[src/rtl/gpio_irq_unit.sv]
module gpio_irq_unit #(
  parameter int NBANKS = 2,
  parameter int BANK_W = 32,
  localparam int NP = NBANKS * BANK_W,
  localparam int BSEL_W = (NBANKS > 1) ? $clog2(NBANKS) : 1,
  localparam int ADDR_W = 3 + ((NBANKS > 1) ? $clog2(NBANKS) : 0)
) (
  input  logic              clk,
  input  logic              rst_n,
  input  logic [NP-1:0]     pin_i,
  input  logic              reg_we,
  input  logic [ADDR_W-1:0] reg_addr,
  input  logic [BANK_W-1:0] reg_wdata,
  output logic [BANK_W-1:0] reg_rdata,
  output logic              irq_o
);
  logic [NP-1:0] s1, s2, pv, rise_en, fall_en, hi_en, lo_en, inv;
  logic [NP-1:0] edge_pend, edge_kind, clr_pend, clr_kind;
  logic [NP-1:0] lvl, ev_rise, ev_any, lvl_act, status;
  logic [BSEL_W-1:0] bsel;
  logic [2:0] sel;

  assign sel = reg_addr[2:0];
  generate
    if (NBANKS > 1) begin : g_multi
      assign bsel = reg_addr[ADDR_W-1:3];
    end else begin : g_single
      assign bsel = '0;
    end
  endgenerate

  assign lvl     = s2 ^ inv;
  assign ev_rise = lvl & ~pv & rise_en;
  assign ev_any  = ev_rise | (~lvl & pv & fall_en);
  assign lvl_act = (hi_en & lvl) | (lo_en & ~lvl);
  assign status  = edge_pend | lvl_act;
  assign irq_o   = |status;

  always_comb begin
    clr_pend = '0;
    clr_kind = '0;
    for (int b = 0; b < NBANKS; b++) begin
      if (reg_we && bsel == BSEL_W'(b)) begin
        if (sel == 3'd5) clr_pend[b*BANK_W +: BANK_W] = reg_wdata;
        if (sel == 3'd6) clr_kind[b*BANK_W +: BANK_W] = reg_wdata;
      end
    end
  end

  always_ff @(posedge clk or negedge rst_n) begin
    if (!rst_n) begin
      s1 <= '0; s2 <= '0; pv <= '0;
      rise_en <= '0; fall_en <= '0; hi_en <= '0; lo_en <= '0; inv <= '0;
      edge_pend <= '0; edge_kind <= '0;
    end else begin
      s1 <= pin_i;
      s2 <= s1;
      pv <= lvl;
      edge_pend <= (edge_pend & ~clr_pend) | ev_any;
      edge_kind <= (edge_kind & ~clr_kind) | ev_rise;
      for (int b = 0; b < NBANKS; b++) begin
        if (reg_we && bsel == BSEL_W'(b)) begin
          case (sel)
            3'd0: rise_en[b*BANK_W +: BANK_W] <= reg_wdata;
            3'd1: fall_en[b*BANK_W +: BANK_W] <= reg_wdata;
            3'd2: begin
              hi_en[b*BANK_W +: BANK_W] <= reg_wdata;
              lo_en[b*BANK_W +: BANK_W] <= lo_en[b*BANK_W +: BANK_W] & ~reg_wdata;
            end
            3'd3: lo_en[b*BANK_W +: BANK_W] <= reg_wdata & ~hi_en[b*BANK_W +: BANK_W];
            3'd4: inv[b*BANK_W +: BANK_W] <= reg_wdata;
            default: ;
          endcase
        end
      end
    end
  end

  always_comb begin
    reg_rdata = '0;
    for (int b = 0; b < NBANKS; b++) begin
      if (bsel == BSEL_W'(b)) begin
        case (sel)
          3'd0: reg_rdata = rise_en[b*BANK_W +: BANK_W];
          3'd1: reg_rdata = fall_en[b*BANK_W +: BANK_W];
          3'd2: reg_rdata = hi_en[b*BANK_W +: BANK_W];
          3'd3: reg_rdata = lo_en[b*BANK_W +: BANK_W];
          3'd4: reg_rdata = inv[b*BANK_W +: BANK_W];
          3'd5: reg_rdata = status[b*BANK_W +: BANK_W];
          3'd6: reg_rdata = edge_kind[b*BANK_W +: BANK_W];
          default: reg_rdata = '0;
        endcase
      end
    end
  end
endmodule

[config.mk]
export PLATFORM = sky130hd
export DESIGN_NAME = gpio_irq_unit
export DESIGN_NICKNAME = d
export VERILOG_FILES = /design/src/rtl/gpio_irq_unit.sv
export SDC_FILE = /design/constraint.sdc
export NUM_CORES = 1
export LEC_CHECK = 0
export BUFFER_PORTS_ARGS = -buffer_cell sky130_fd_sc_hd__buf_2
export CAP_MARGIN = 20
export CORE_MARGIN = 5
export CORE_UTILIZATION = 48
export DETAILED_ROUTE_END_ITERATION = 10
export MAX_ROUTING_LAYER = met4
export PLACE_DENSITY = 0.75
export RECOVER_POWER = 25
export SLEW_MARGIN = 20
export SYNTH_ARGS = -nofsm -noshare
export SYNTH_HDL_FRONTEND = slang
export SYNTH_SLANG_ARGS = --single-unit
[constraint.sdc]
create_clock -name clk -period 4 [get_ports clk]
set_input_delay 1.2 -clock clk [delete_from_list [all_inputs] [get_ports clk]]
set_output_delay 1.2 -clock clk [all_outputs]
set_load 0.02 [all_outputs]
==> results.md <==
- Status: finished, violations left
- Failing checks: negative setup slack
- Number of antenna violations at the first check in global routing: 8
- Tcrit/Tclk final: 107%
- Setup ws final: -289 ps
- Synth Flop Type: dfrtp_1
- FFs w/ async S/R, synth: 100%
- Reg2reg setup slack: 2510 ps
- Synth area leader: dfrtp_1
- RSZ-0062 raised after global routing: yes
- Core ar.: 59,000 µm²
- Synth Instances: 2,518
- CTS root buf: clkbuf_16
- H-tree Lvls: 3
- Setup violators final: 19
- Final ANT Viol Nets: 0
- Initial Util: 48.4%
- Final Skew: ~17 ps
- Seq cells post-synth: 640
- Port Buf Inserts: about 140
- GP Congestion: between 0.9 and 1
- Max Buffers Root-to-Sink: 3
- Residual DRC count: 0
- Post-synth EDFFs: 0
- Yosys warns: 0
- Final Critical Period: 4290 ps
- Placement Rows: 89
- CTS buffer count: 71
- Avg Synthesized Cell Area: 11.4 µm²
- Synth unique cells: between 50 and 60
- Hpwl dp: 56.3 mm
- Worst setup SP type: register
- IO Pins: 136
- TritonRoute pass-1 iters: 6
- Pins over their slew limit: 0
- WL final: between 90 and 100 mm
- Crit Path Class: reg -> out
- Area Growth Syn to Fin: 25.9%
- Sequential share of the synthesized area: 56.0%
- Worst Hold Margin: 331 ps
- Crit-path cells: xnor2_1, mux2i_1, nor4_1, nand4_1, or4_4, buf_6
- Share of cells above drive strength 1: between 30% and 40%
- Req. time, crit path: 2800 ps
- DR vias/cell: 6.19
- Slowest CP cell: nor4_1
- DR iter-0 viols: 2,847
- FILL cells: approximately 4,400
- Achievable Freq: 0.233 GHz
- CP endpoint kind: output port
- Global route total overflow: 0
- Avg WL per Cell: around 25 µm
- Top post-synthesis cells by area: dfrtp_1 56%, mux2_2 10%, nand2_1 3.7%
- Worst slew margin: 48.4%
- Setup TNS: -915 ps
- Maximum VDD drop: 416 µV
- Leak pwr: between 15 and 20 nW
- Mapped Area: 28,600 µm²
- NumNets Final: 2,900
- CTS tree: built
- Worst-Margin Slew: 774 ps
- Die Area: 64,500 µm²
- Clk sinks: 640
- # Max-Cap Violations: 0
- Final Hold Viols: 0
- Die H: 254 µm
- Worst-path clk slew: 60 ps
- Clk_lat worst skew: between 600 and 700 ps
- Max incr delay on CP: 530 ps
- Post-Syn Nets: roughly 2,600
- Vias in the first global route: about 23,000
- Critical path fanouts, max: 4
- Cts hold-fix bufs: 0
- First-pass GRT wire length: 137 mm
- DIE WIDTH: 254 µm
- Critical path arrival: 3090 ps
- Pwr dens: about 550 nW/µm²
- DR vias: roughly 22,000
- Area share of the largest cell type after synthesis: about 56%
- Hold Crit Class: reg -> reg
- Total global-route track usage: 28.3%
- Pin count of the biggest net entering global routing: 84
## cells in the final DEF (no fill, tap or decap), drive strengths merged, types with 47 or more instances in the layout
cell type / n
nand2: 283
inv: 73
nor2: 170
a21boi: 75
nand2b: 64
nand3: 67
xnor2: 64
dfrtp: 640
o21ai: 83
a311o: 64
a22oi: 81
buf: 354
clkbuf: 103
a21oi: 47
a21o: 70
mux2i: 75
mux2: 271
nor3b: 65
## flip-flops by register name, indices dropped and copies added (netlist names)
| name | flops |
|---|---|
| edge_kind | 64 |
| edge_pend | 64 |
| fall_en | 64 |
| hi_en | 64 |
| inv | 64 |
| lo_en | 64 |
| pv | 64 |
| rise_en | 64 |
| s1 | 64 |
| s2 | 64 |
## through the flow
stage	setup slack, ps	instances	utilization, %	power (W)	cell area, µm²
2_1_floorplan	62.0	2518	-	0.0111	28600
3_3_place_gp	-320	3434	53.1	0.0122	31300
3_5_place_dp	-270	3434	53.1	0.0124	31300
4_1_cts	-265	3603	59.2	0.0196	35000
5_1_grt	-328	3628	61.0	0.0207	36000
6_report	-289	3629	61.0	0.0199	36000
## cell usage after synthesis, types with 12 or more instances
| master | instances |
|---|---|
| dfrtp_1 | 640 |
| nand2_1 | 283 |
| mux2_2 | 266 |
| nor2_1 | 168 |
| clkbuf_1 | 92 |
| a22oi_1 | 81 |
| a21boi_0 | 75 |
| mux2i_1 | 75 |
| inv_1 | 71 |
| a21o_1 | 70 |
| nand3_1 | 67 |
| nand2b_1 | 64 |
| o21ai_0 | 64 |
| xnor2_1 | 64 |
| a311o_1 | 63 |
| nor3b_1 | 63 |
| a21oi_1 | 47 |
| buf_2 | 38 |
| o22ai_1 | 23 |
| nor4_1 | 20 |
| o21ai_1 | 19 |
| o211ai_1 | 18 |
| buf_4 | 16 |
| a221oi_1 | 15 |
| o221ai_1 | 13 |
| a221o_1 | 12 |
## logic make-up (layout without fill, tap and decap cells)
group / after synthesis / in the layout / synth area share, %
and+or+nand+nor: 708 / 708 / 11.6
buffers and inverters: 226 / 558 / 3.37
DFF: 640 / 640 / 56.0
muxes: 346 / 346 / 13.3
other: 0 / 6 / 0
xor gates and xnor gates: 64 / 64 / 1.96
AOI/OAI and AO/OA: 534 / 534 / 13.7
## layout make-up
cell class	instances	area (µm²)	share of cell area, %
multi-input cells	1652	12700	35.4
clock buffers	98	2070	5.77
repair buffers	360	3520	9.77
inverters	72	275	0.765
clock inverters	28	395	1.10
well taps	773	967	2.69
flip-flops and latches	640	16000	44.5
diodes	6	15.0	0.0417
## what timing repair did
item | in CTS | in global routing
cloned | 8 | 4
setup endpoints to repair | 33 | 33
buffers inserted | 36 | 22
pin swaps | 65 | 121
gates resized for setup | 177 | 181
## power breakdown
group / internal, W / switching (W) / total, W
logic: 0.00207 / 0.00203 / 0.00411
clock network: 0.00422 / 0.00267 / 0.00689
registers: 0.00780 / 0.00110 / 0.00890
total: 0.0141 / 0.00581 / 0.0199
## final timing paths
path,startpoint,end,depth (start not counted)
setup / recovery,s2[0]$_DFF_PN0_,irq_o,6
hold / removal,s1[40]$_DFF_PN0_,s2[40]$_DFF_PN0_,0
setup reg to reg,s2[63]$_DFF_PN0_,edge_pend[63]$_DFF_PN0_,5
hold reg to reg,s1[40]$_DFF_PN0_,s2[40]$_DFF_PN0_,0
max in group asynchronous,rst_n,rise_en[51]$_DFFE_PN0P_,2
min in group asynchronous,rst_n,hi_en[59]$_DFFE_PN0P_,1
## layer usage
layer | track usage, % | part of all wire (%) | up-vias
met5 | - | 0 | -
met4 | 13.5 | 5.2 | 0
met3 | 6.25 | 9.5 | 347
met2 | 42.4 | 46 | 1285
met1 | 36.9 | 39 | 11300
li1 | - | - | 9537
## worst max-delay path, delay by kind of cell, from the launching register on
kind	cells	cell delay, ps
buf+inv	1	160
simple gates	3	1300
xor+xnor	1	370
flops	1	410
mux	1	240
Power figures use the tool's default switching activity.
